[config.mk]
export PLATFORM = sky130hd
export DESIGN_NAME = flash_prog_ctrl
export DESIGN_NICKNAME = d
export VERILOG_FILES = /design/src/rtl/flash_ctrl_pkg.sv /design/src/rtl/flash_prog_ctrl_seq.sv /design/src/rtl/flash_prog_ctrl_regs.sv /design/src/rtl/flash_prog_ctrl.sv
export SDC_FILE = /design/constraint.sdc
export NUM_CORES = 1
export LEC_CHECK = 0
export BUFFER_PORTS_ARGS = -buffer_cell sky130_fd_sc_hd__buf_2
export CORE_AREA = 2 2 39 41
export CTS_BUF_LIST = sky130_fd_sc_hd__clkbuf_4 sky130_fd_sc_hd__clkbuf_8
export CTS_CLUSTER_DIAMETER = 80
export CTS_CLUSTER_SIZE = 25
export DETAILED_ROUTE_END_ITERATION = 10
export DIE_AREA = 0 0 41 43
export PLACE_DENSITY = 0.83
export SYNTH_ARGS = -nofsm -noshare
export SYNTH_HDL_FRONTEND = slang
export SYNTH_SLANG_ARGS = --single-unit
[constraint.sdc]
create_clock -name clk -period 1.95 [get_ports clk]
set_input_delay 0.0975 -clock clk [delete_from_list [all_inputs] [get_ports clk]]
set_output_delay 0.0975 -clock clk [all_outputs]
set_load 0.01 [all_outputs]
[src/rtl/flash_ctrl_pkg.sv]
package flash_ctrl_pkg;

  // Bit positions inside the control register. Software decodes these.
  localparam int CFG_BIT   = 6;
  localparam int ERASE_BIT = 4;
  localparam int ERR_BIT   = 3;
  localparam int WEN_BIT   = 2;
  localparam int START_BIT = 1;
  localparam int REG_W     = 8;

  // Strobes from the sequencer to the register datapath.
  typedef struct packed {
    logic accept;    // idle write is accepted
    logic launch;    // accepted write starts a job
    logic badStart;  // accepted write asks to start with write enable low
    logic finish;    // job counter expired
    logic abort;     // warm reset during a job
    logic warmIdle;  // warm reset while idle
  } ctrlStrobes_t;

endpackage

[src/rtl/flash_prog_ctrl_seq.sv]
module flash_prog_ctrl_seq
  import flash_ctrl_pkg::*;
#(
  parameter int OP_CYCLES = 16
) (
  input  logic         clk,
  input  logic         porRstN,
  input  logic         warmRst,
  input  logic         wrEn,
  input  logic         wrStart,
  input  logic         wrWen,
  input  logic         eraseMode,
  output ctrlStrobes_t strb,
  output logic         busy,
  output logic         eraseReq,
  output logic         writeReq
);

  localparam int CNT_W = (OP_CYCLES > 1) ? $clog2(OP_CYCLES) : 1;
  localparam logic [CNT_W-1:0] LOAD_VAL = CNT_W'(OP_CYCLES - 1);

  typedef enum logic {ST_IDLE, ST_RUN} seqState_t;

  seqState_t       state;
  logic [CNT_W-1:0] remain;
  logic             firstQ;

  // Decode this cycle's event from the inputs and the sequencer state.
  always_comb begin
    strb          = '0;
    strb.abort    = warmRst && (state == ST_RUN);
    strb.warmIdle = warmRst && (state == ST_IDLE);
    strb.finish   = !warmRst && (state == ST_RUN) && (remain == '0);
    strb.accept   = !warmRst && (state == ST_IDLE) && wrEn;
    strb.launch   = strb.accept && wrStart && wrWen;
    strb.badStart = strb.accept && wrStart && !wrWen;
  end

  always_ff @(posedge clk or negedge porRstN) begin
    if (!porRstN) begin
      state  <= ST_IDLE;
      remain <= '0;
      firstQ <= 1'b0;
    end else begin
      firstQ <= strb.launch;
      if (strb.launch) begin
        state  <= ST_RUN;
        remain <= LOAD_VAL;
      end else if (strb.abort || strb.finish) begin
        state  <= ST_IDLE;
        remain <= '0;
      end else if (state == ST_RUN) begin
        remain <= remain - 1'b1;
      end
    end
  end

  assign busy     = (state == ST_RUN);
  assign eraseReq = firstQ && eraseMode;
  assign writeReq = firstQ && !eraseMode;

endmodule

[src/rtl/flash_prog_ctrl_regs.sv]
module flash_prog_ctrl_regs
  import flash_ctrl_pkg::*;
(
  input  logic             clk,
  input  logic             porRstN,
  input  ctrlStrobes_t     strb,
  input  logic [REG_W-1:0] wrData,
  output logic [REG_W-1:0] rdData,
  output logic             cfgSel,
  output logic             eraseMode
);

  localparam logic [REG_W-1:0] IMPL_MASK =
      (REG_W'(1) << CFG_BIT) | (REG_W'(1) << ERASE_BIT) |
      (REG_W'(1) << ERR_BIT) | (REG_W'(1) << WEN_BIT)   |
      (REG_W'(1) << START_BIT);

  logic [REG_W-1:0] ctrlReg;
  logic [REG_W-1:0] nextReg;

  always_comb begin
    nextReg = ctrlReg;
    if (strb.abort || strb.warmIdle) begin
      nextReg[START_BIT] = 1'b0;
      nextReg[ERASE_BIT] = 1'b0;
      nextReg[WEN_BIT]   = 1'b0;
      if (strb.abort) nextReg[ERR_BIT] = 1'b1;
    end else if (strb.finish) begin
      nextReg[START_BIT] = 1'b0;
      nextReg[ERASE_BIT] = 1'b0;
      nextReg[ERR_BIT]   = 1'b0;
    end else if (strb.accept) begin
      nextReg            = wrData;
      nextReg[START_BIT] = strb.launch;
      if (strb.badStart) nextReg[ERR_BIT] = 1'b1;
    end
    nextReg = nextReg & IMPL_MASK;
  end

  always_ff @(posedge clk or negedge porRstN) begin
    if (!porRstN) ctrlReg <= '0;
    else          ctrlReg <= nextReg;
  end

  assign rdData    = ctrlReg;
  assign cfgSel    = ctrlReg[CFG_BIT];
  assign eraseMode = ctrlReg[ERASE_BIT];

endmodule

[src/rtl/flash_prog_ctrl.sv]
module flash_prog_ctrl
  import flash_ctrl_pkg::*;
#(
  parameter int OP_CYCLES = 16
) (
  input  logic       clk,
  input  logic       porRstN,
  input  logic       warmRst,
  input  logic       wrEn,
  input  logic [7:0] wrData,
  output logic [7:0] rdData,
  output logic       busy,
  output logic       eraseReq,
  output logic       writeReq,
  output logic       cfgSel
);

  ctrlStrobes_t strb;
  logic         eraseMode;

  flash_prog_ctrl_seq #(.OP_CYCLES(OP_CYCLES)) u_seq (
    .clk      (clk),
    .porRstN  (porRstN),
    .warmRst  (warmRst),
    .wrEn     (wrEn),
    .wrStart  (wrData[START_BIT]),
    .wrWen    (wrData[WEN_BIT]),
    .eraseMode(eraseMode),
    .strb     (strb),
    .busy     (busy),
    .eraseReq (eraseReq),
    .writeReq (writeReq)
  );

  flash_prog_ctrl_regs u_regs (
    .clk      (clk),
    .porRstN  (porRstN),
    .strb     (strb),
    .wrData   (wrData),
    .rdData   (rdData),
    .cfgSel   (cfgSel),
    .eraseMode(eraseMode)
  );

endmodule

==> summary.txt, run 1 <==
Timing
  • Hold Slack: 0.0673 ns
  • Final slew viol count: 0
  • Fin crit share: 0.782
  • Fmax: 656 MHz
  • Crit path time final: 1.52 ns
  • Finish-stage setup viols: 0
  • Setup TNS: 0 ns
  • Setup Skew: 0.000339 ns
  • Fin. Hold Viols: 0
  • Final setup margin: 0.425 ns
  • RSZ-0062 raised after global routing: false

Clock network
  • Num CTS Buffers: 3
  • CTS-repair resized insts: 0
  • Clk_lat worst skew: 0.26 ns
  • CTS tree: built
  • CTS max path bufs: 2
  • Post-CTS Setup Inserts: 0
  • Clk slew on worst S/H paths: 0.08 ns
  • Root Buffer: clkbuf_4
  • Clock sink total: 11
  • H-tree depth: 1

Critical path
  • Crit path kind: reg2reg
  • CP max-delay cell: or3b_1
  • Stages on the worst setup path: 5
  • CP bufs+invs: 1
  • R2r setup slk: 0.43 ns
  • R2R depth: 5
  • Critical path data required time: 2.10 ns
  • CP delay by family, top: simple AND/OR/NAND/NOR gates
  • CP Data Arrival Time: 1.67 ns
  • Max incr delay on CP: 0.44 ns
  • Crit. End Element: flop
  • Crit path max fanout: 6
  • Element type at the critical path start: flop
  • Critical Path, Cell by Cell: inv_1 -> ha_1 -> or3b_1 -> o2111ai_1 -> nand2_1

Floorplan
  • Chip width: 41 µm
  • Core ar.: 0.00138 mm²
  • Die height: 43 µm
  • I/O pin cnt: 24
  • Starting Density: 0.440
  • Die ar.: 0.00176 mm²
  • Row count: 14

Layout
  • Leading cell types in the layout, fill and taps excluded: buf_2, dfrtp_1, inv_1
  • Final core utilization: 0.512
  • P&R area growth vs syn: 16.2%
  • Seq. cell area: 275 µm²
  • Ant diodes: 0
  • Final nets: 95
  • Commonest non-fill, non-tap cell in the layout: buf_2
  • Multi-input logic area: 265 µm²
  • Share of cells above drive strength 1: 0.288
  • Fill count: 136

Synthesis
  • Average size of a mapped cell: 9.67 µm²
  • Synthesis warning total: 0
  • Post-synthesis cell type count: 28
  • Yosys reg bits: 11
  • Post-Syn Area: 609 µm²
  • Register area share after synthesis: 0.452
  • Synthesized instance count: 63

GRT
  • GR Layer Usage met3: 0.0628
  • Total Routing Usage GR: 0.156
  • Congestion Overflow GR: 0
  • Number of global-route vias before repair: 429
  • Antenna violations before repair: 0
  • Routing usage on met2: 0.231
  • First-pass GRT wire length: 1810 µm
  • GR Util met1: 0.197
  • Pin count of the biggest net entering global routing: 12
  • Gr busiest metal: met2

Pwr
  • Seq pwr share: 0.483
  • VDD IR max: 0.533 mV
  • Clk network pwr share: 0.273
  • Power share of the combinational group: 0.244
  • Switching part of the total: 0.321
  • Net switching power figure: 206 µW
  • Internal power: 435 µW
  • PD cells: 905 mW/mm²
  • P_leak: 0.000374 µW

Route
  • Starting DRT DRC Count: 7
  • Detail Route Antenna Nets: 0
  • Drt total wl: 1170 µm
  • DR vias: 492
  • DRC errors left: 0
  • Drt pass-1 iters: 4
  • Vias/cell: 5.13
  • Wire per inst: 12.2 µm

Flow run
  • Max-cap violations: 0

Hold path
  • HP Class: in2reg
  • WHS Path Cells: 2

Placed design
  • Post-DP HPWL: 885 µm
  • IO Port Bufs: 17
  • Post-Place Setup Slack: 0.458 ns
  • Final RePlAce weighted congestion: 0.691

Run status
  • Status: complete, no violations
[what timing repair did]
action / in CTS / in global routing
endpoints found under the setup margin: 0 / 0
hold buffers: 1 / 0
hold endpoints to repair: 11 / 0
[cell families (layout without fill, tap and decap cells)]
group	Yosys count	in the layout	synth area share
other	1	3	0.00615
AOI/OAI and AO/OA	11	11	0.121
and+or+nand+nor	22	22	0.201
DFF	11	11	0.452
buffers and inverters	13	28	0.125
adders and majority gates	2	2	0.0411
muxes	3	3	0.0534
[registers in the layout, summed over array words and instances, names as in the netlist]
| register | cells |
|---|---|
| u_seq.firstQ | 1 |
| u_seq.busy | 1 |
| u_regs.rdData | 5 |
| u_seq.remain | 4 |
[power groups by stage]
stage | clock network [µW] | logic [µW] | registers [µW]
3_3_place_gp | 0 | 147 | 310
4_1_cts | 175 | 157 | 310
3_5_place_dp | 0 | 155 | 313
2_1_floorplan | 0 | 119 | 307
5_1_grt | 186 | 177 | 317
6_report | 175 | 156 | 310
[final cells by class]
cell class,instances,area share
flip-flops and latches,11,0.389
clock buffers,4,0.0424
repair buffers,18,0.134
inverters,6,0.0318
well taps,16,0.0283
multi-input cells,41,0.375
[synthesized netlist by cell type (all sizes together)]
cell type	count	area share
nand2b	1	0.010
buf	7	0.088
or3	1	0.010
ha	2	0.041
dfrtp	11	0.45
nor2b	3	0.031
and2	1	0.010
inv	6	0.037
o21a	1	0.012
nor4	1	0.010
o221ai	1	0.014
nor2	2	0.012
o2111ai	1	0.014
nand2	5	0.031
o211ai	2	0.025
o21ai	1	0.0082
nand3	4	0.033
o31ai	1	0.012
a21oi	3	0.025
nor3b	2	0.025
a31oi	1	0.010
mux2	2	0.037
or3b	1	0.014
mux2i	1	0.016
conb	1	0.0062
nand4b	1	0.014
[layer usage]
| metal | part of all wire | wire, µm | vias to the layer above |
|---|---|---|---|
| li1 | - | - | 246 |
| met1 | 0.44 | 511 | 236 |
| met2 | 0.53 | 626 | 10 |
| met3 | 0.032 | 37 | 0 |
| met4 | 0 | 0 | 0 |
| met5 | 0 | 0 | - |
[through the flow]
stage          power, µW  std cells  cell area (µm²)
6_report             641         96              708
3_3_place_gp         456         91              668
2_1_floorplan        427         65              617
5_1_grt              680         96              708
3_5_place_dp         468         91              668
4_1_cts              642         96              708
[worst paths after layout]
check,from,endpoint
max,u_seq.remain[0],u_regs.rdData[1]
min reg2reg,u_regs.rdData[6],u_regs.rdData[6]
min in group asynchronous,porRstN,u_regs.rdData[3]
max reg2reg,u_seq.remain[0],u_regs.rdData[1]
min,wrData[6],u_regs.rdData[6]
max in group asynchronous,porRstN,u_seq.remain[0]
No activity file was read; power rests on OpenSTA's default activity.
==> run 2: changes to the inputs <==
- CORE_AREA: 2 2 39 41 -> not set
- CORE_UTILIZATION: not set -> 44
- DIE_AREA: 0 0 41 43 -> not set
- clock period: 1.95 -> 1.4 ns (I/O delays scaled with it)
==> summary.txt, run 2 (same netlist as run 1, synthesis figures left out) <==
Run status
  • Failing checks: setup timing
  • Status: finished, violations left

GRT
  • Total Routing Usage GR: 0.193 (+0.0367)
  • Number of global-route vias before repair: 455 (+6.1%)
  • Congestion Overflow GR: 0 (unchanged)
  • Pin count of the biggest net entering global routing: 12 (unchanged)
  • First-pass GRT wire length: 1940 µm (+6.8%)
  • Antenna violations before repair: 0 (unchanged)

Hold path
  • HP Class: in2reg

Timing
  • Final setup margin: -0.0632 ns (-0.488 ns)
  • Crit path time final: 1.46 ns (-0.0618 ns)
  • RSZ-0062 raised after global routing: true
  • Fmax: 683 MHz (+4.2%)
  • Finish-stage setup viols: 1 (+1)
  • Final slew viol count: 0 (unchanged)
  • Fin. Hold Viols: 0 (unchanged)
  • Setup Skew: 0.00877 ns (+0.00843 ns)
  • Fin crit share: 1.05 (+0.263)

Critical path
  • Crit path kind: reg2reg
  • Crit. End Element: flop
  • CP Data Arrival Time: 1.60 ns (-0.07 ns)
  • Critical path data required time: 1.54 ns (-0.56 ns)
  • Crit path max fanout: 6 (unchanged)
  • Element type at the critical path start: flop

Route
  • Starting DRT DRC Count: 6 (-1)
  • DRC errors left: 0 (unchanged)
  • Wire per inst: 12.3 µm (+0.47%)
  • DR vias: 519 (+5.5%)
  • Drt total wl: 1240 µm (+5.7%)
  • Vias/cell: 5.14 (+0.27%)
  • Detail Route Antenna Nets: 0 (unchanged)
  • Drt pass-1 iters: 4 (unchanged)

Pwr
  • P_leak: 0.000402 µW (+7.7%)
  • Power share of the combinational group: 0.345 (+0.101)
  • Clk network pwr share: 0.220 (-0.053)
  • Seq pwr share: 0.435 (-0.048)
  • PD cells: 1280 mW/mm² (+41%)
  • Internal power: 664 µW (+52%)
  • Switching part of the total: 0.327 (+0.00622)
  • Net switching power figure: 322 µW (+57%)
  • Total chip power: 986 µW (+54%)
  • VDD IR max: 0.749 mV (+40%)

Layout
  • P&R area growth vs syn: 26.9%
  • Final nets: 101 (+6.3%)
  • Leading cell types in the layout, fill and taps excluded: buf_2, dfrtp_1, buf_4
  • Number of flip-flops in the largest register: 5 (unchanged)
  • Non-Filler Instances: 101 (+5.2%)
  • Final instance area: 773 µm² (+9.2%)
  • Ant diodes: 0 (unchanged)
  • Share of cells above drive strength 1: 0.407 (+0.119)
  • Fill count: 124 (-8.8%)
  • Commonest non-fill, non-tap cell in the layout: buf_2

Floorplan
  • I/O pin cnt: 24 (unchanged)
  • Row count: 13 (-1)
  • Core ar.: 0.00130 mm² (-6.0%)
  • Die height: 39.2 µm (-8.8%)
  • Starting Density: 0.468 (+0.0279)
  • Chip width: 39.2 µm (-4.4%)
  • Die ar.: 0.00154 mm² (-13%)

Placed design
  • Final RePlAce weighted congestion: 0.771 (+12%)
  • Post-DP HPWL: 936 µm (+5.8%)
  • Area post-placement: 704 µm² (+5.4%)
  • Placed Instances: 95 (+4.4%)
  • IO Port Bufs: 17 (unchanged)

Flow run
  • Max-cap violations: 0 (unchanged)

Clock network
  • Num CTS Buffers: 3 (unchanged)
  • CTS max path bufs: 2 (unchanged)
  • Clk_lat worst skew: 0.27 ns (about the same)
  • Clk slew on worst S/H paths: 0.08 ns (about the same)
  • Clock sink total: 11 (unchanged)
  • CTS tree: built
  • Root Buffer: clkbuf_4
  • H-tree depth: 1 (unchanged)
run 2: changes by cell type in the layout (fill, tap and decap cells not counted):
| cell | change |
|---|---|
| buf_4 | +6 |
| inv_1 | -2 |
| inv_2 | +2 |
| clkbuf_4 | -1 |
| clkinv_2 | +1 |
| ha_1 | -1 |
| ha_4 | +1 |
| nand2_1 | -1 |
| nand2_2 | +1 |
| o2111ai_1 | -1 |
| o2111ai_2 | +1 |
| or3b_1 | -1 |
| or3b_4 | +1 |
run 2: worst paths after layout:
kind,slack (ns),depth (start not counted),start,endpoint
worst min-delay path,0.04,2,wrData[6],u_regs.rdData[6]
worst min register to register,0.54,2,u_regs.rdData[2],u_regs.rdData[2]
min in group asynchronous,0.20,2,porRstN,u_seq.remain[1]
max in group asynchronous,0.99,2,porRstN,u_regs.rdData[1]
worst max-delay path,-0.06,5,u_seq.remain[0],u_regs.rdData[1]
worst max register to register,-0.06,5,u_seq.remain[0],u_regs.rdData[1]
run 2: power by group through the flow:
stage | Combinational (µW) | Sequential (µW) | Clock, µW
after floorplan | 166 | 428 | 0
after detailed placement | 292 | 427 | 0
after CTS | 304 | 424 | 222
final | 341 | 429 | 217
after global routing | 378 | 432 | 237
after global placement | 276 | 421 | 0
run 2: final cells by class:
| cell class | count | area, µm² | share of cell area |
|---|---|---|---|
| flip-flops and latches | 11 | 275 | 0.356 |
| repair buffers | 24 | 140 | 0.181 |
| well taps | 15 | 18.8 | 0.0243 |
| inverters | 6 | 22.5 | 0.0291 |
| multi-input cells | 41 | 289 | 0.374 |
| clock buffers | 3 | 22.5 | 0.0291 |
| clock inverters | 1 | 5.00 | 0.00647 |
run 2: timing repair:
action	CTS	global route
pin swaps	0	3
endpoints found under the hold margin	11	0
setup endpoints to repair	5	5
gates cloned	0	0
buffers inserted	0	1
gates resized for setup	4	3
hold buffers	1	0
run 2: critical path, stage by stage, from the launching register on:
cell       delay (ns)
dfrtp_1          0.40
inv_2            0.09
ha_4             0.13
or3b_4           0.41
o2111ai_2        0.21
nand2_1          0.08
run 2: through the flow:
stage                     utilization  setup TNS, ns  setup WS (ns)  hold slack (ns)
after floorplan                     -       -0.00875       -0.00875           -0.226
after global placement          0.541        -0.0192        -0.0111          -0.0489
after detailed placement        0.541         -0.174        -0.0610          -0.0471
after CTS                       0.579        -0.0140        -0.0140           0.0359
after global routing            0.594         -0.172         -0.102           0.0297
final                           0.594        -0.0632        -0.0632           0.0398
run 2: metal layers:
layer | routed length [µm] | global-route usage | up-vias
met5 | 0 | 0 | -
met4 | 27 | 0.0776 | 0
met3 | 43 | 0.0520 | 5
met2 | 612 | 0.304 | 19
met1 | 558 | 0.246 | 241
li1 | - | - | 254
==> run 3: changes to the inputs <==
- CORE_AREA: not set -> 2 2 39 41
- CORE_UTILIZATION: 44 -> not set
- DIE_AREA: not set -> 0 0 41 43
- clock period: 1.4 -> 1.5 ns (I/O delays scaled with it)
==> summary.txt, run 3 (same netlist as run 1, synthesis figures left out) <==
Run status
  • Status: complete, no violations

Critical path
  • FF-to-FF End: u_regs.rdData[3]
  • Crit path kind: reg2reg
  • Critical path data required time: 1.65 ns (+0.11 ns)
  • Crit. End Element: flop
  • Critical Path, Cell by Cell: inv_2 -> ha_1 -> or3b_4 -> a31oi_1 -> o31ai_1
  • CP Data Arrival Time: 1.55 ns (-0.05 ns)
  • Reg-to-reg startpoint: u_seq.remain[1]
  • Crit path max fanout: 6 (unchanged)
  • R2r setup slk: 0.10 ns (+0.17 ns)
  • R2R depth: 5 (unchanged)
  • CP max-delay cell: or3b_4
  • Element type at the critical path start: flop
  • Max incr delay on CP: 0.42 ns (about the same)

Timing
  • Setup TNS: 0 ns (+0.0632 ns)
  • Final setup margin: 0.103 ns (+0.166 ns)
  • Setup Skew: 0.00796 ns (-0.000816 ns)
  • RSZ-0062 raised after global routing: false
  • Fin crit share: 0.931 (-0.114)
  • Final slew viol count: 0 (unchanged)
  • Crit path time final: 1.40 ns (-0.0665 ns)
  • Hold Slack: 0.0329 ns (-0.00685 ns)
  • Fmax: 716 MHz (+4.8%)
  • Finish-stage setup viols: 0 (-1)
  • Fin. Hold Viols: 0 (unchanged)

Route
  • DRC errors left: 0 (unchanged)
  • DR vias: 512 (-1.3%)
  • Vias/cell: 5.22 (+1.7%)
  • Starting DRT DRC Count: 7 (+1)
  • Drt total wl: 1200 µm (-3.4%)
  • Wire per inst: 12.2 µm (-0.43%)
  • Drt pass-1 iters: 4 (unchanged)
  • Detail Route Antenna Nets: 0 (unchanged)

GRT
  • Pin count of the biggest net entering global routing: 12 (unchanged)
  • Congestion Overflow GR: 0 (unchanged)
  • First-pass GRT wire length: 1910 µm (-1.4%)
  • Antenna violations before repair: 0 (unchanged)
  • Number of global-route vias before repair: 457 (+0.44%)
  • Total Routing Usage GR: 0.167 (-0.0260)

Placed design
  • IO Port Bufs: 17 (unchanged)
  • Post-DP HPWL: 917 µm (-2.0%)
  • Post-Place Setup Slack: -0.00251 ns (+0.0585 ns)
  • Final RePlAce weighted congestion: 0.725 (-6.0%)

Clock network
  • Clk slew on worst S/H paths: 0.08 ns (about the same)
  • H-tree depth: 1 (unchanged)
  • Clock sink total: 11 (unchanged)
  • Clk_lat worst skew: 0.28 ns (about the same)
  • Num CTS Buffers: 3 (unchanged)
  • CTS max path bufs: 2 (unchanged)
  • CTS tree: built
  • Root Buffer: clkbuf_4

Layout
  • Commonest non-fill, non-tap cell in the layout: buf_2
  • Number of flip-flops in the largest register: 5 (unchanged)
  • Final nets: 97 (-4.0%)
  • Share of cells above drive strength 1: 0.354 (-0.0533)
  • Ant diodes: 0 (unchanged)
  • P&R area growth vs syn: 20.5%
  • Leading cell types in the layout, fill and taps excluded: buf_2, dfrtp_1, inv_1
  • Fill count: 131 (+5.6%)

Pwr
  • Internal power: 589 µW (-11%)
  • Net switching power figure: 287 µW (-11%)
  • PD cells: 1190 mW/mm² (-6.4%)
  • Power share of the combinational group: 0.283 (-0.062)
  • P_leak: 0.000385 µW (-4.4%)
  • Clk network pwr share: 0.265 (+0.045)
  • Switching part of the total: 0.328 (+0.000935)
  • VDD IR max: 0.528 mV (-30%)
  • Seq pwr share: 0.452 (+0.017)

Floorplan
  • Chip width: 41 µm (+4.6%)
  • Row count: 14 (+1)
  • Core ar.: 0.00138 mm² (+6.3%)
  • Die ar.: 0.00176 mm² (+15%)
  • I/O pin cnt: 24 (unchanged)
  • Die height: 43 µm (+9.7%)
  • Starting Density: 0.440 (-0.0279)

Hold path
  • HP Class: in2reg
  • WHS Path Cells: 2 (unchanged)
  • Min-Delay Endpoint: u_regs.rdData[6]
  • HP Start: wrData[6]

Flow run
  • Max-cap violations: 0 (unchanged)
==> run 3: worst max-delay path by stage <==
stage | end | depth (start not counted) | start | slack [ns]
global route | u_regs.rdData[3] | 5 | u_seq.remain[1] | 0.02
global placement | u_regs.rdData[1] | 5 | u_seq.remain[1] | 0.06
floorplan | u_regs.rdData[3] | 6 | u_seq.remain[0] | 0.09
detailed placement | u_regs.rdData[3] | 5 | u_seq.remain[1] | -0.003
finish | u_regs.rdData[3] | 5 | u_seq.remain[1] | 0.10
CTS | u_regs.rdData[3] | 5 | u_seq.remain[1] | 0.04
==> run 3: worst max-delay path, delay by kind of cell, from the launching register on <==
family	cells	cell delay [ns]
and+or+nand+nor	1	0.42
DFF	1	0.40
buffers and inverters	1	0.08
AOI/OAI and AO/OA	2	0.26
adders and majority gates	1	0.12
==> run 3: cell type report <==
cell class	instances	area, µm²	area share
Timing Repair Buffer	20	110	0.150
Inverter	6	22.5	0.0307
Tap cell	16	20.0	0.0273
Clock buffer	4	30.0	0.0409
Sequential cell	11	275	0.375
Multi-Input combinational cell	41	277	0.376
==> run 3: what timing repair did <==
item                                   CTS  global route
endpoints found under the hold margin   11             0
pin swaps                                0             1
hold buffers                             1             0
setup buffers                            0             0
setup endpoints to repair                3             3
gates cloned                             0             0
gates resized for setup                  1             3
==> run 3: layer usage <==
| metal | part of all wire | global-route usage |
|---|---|---|
| met1 | 0.42 | 0.189 |
| met2 | 0.53 | 0.253 |
| met5 | 0 | 0 |
| met3 | 0.042 | 0.0471 |
| met4 | 0.011 | 0.120 |
==> run 3: through the flow <==
stage | cell area (µm²) | util | cells | power [µW]
final | 734 | 0.531 | 98 | 876
after global routing | 734 | 0.531 | 98 | 930
after CTS | 726 | 0.524 | 98 | 873
after detailed placement | 683 | 0.494 | 93 | 633
after global placement | 683 | 0.494 | 93 | 609
after floorplan | 617 | - | 65 | 555
==> run 3: power by group through the flow <==
stage / clock network, µW / logic, µW / registers, µW
floorplan: 0 / 155 / 400
detailed placement: 0 / 235 / 398
global placement: 0 / 216 / 393
global route: 248 / 277 / 405
finish: 232 / 248 / 397
CTS: 235 / 244 / 393
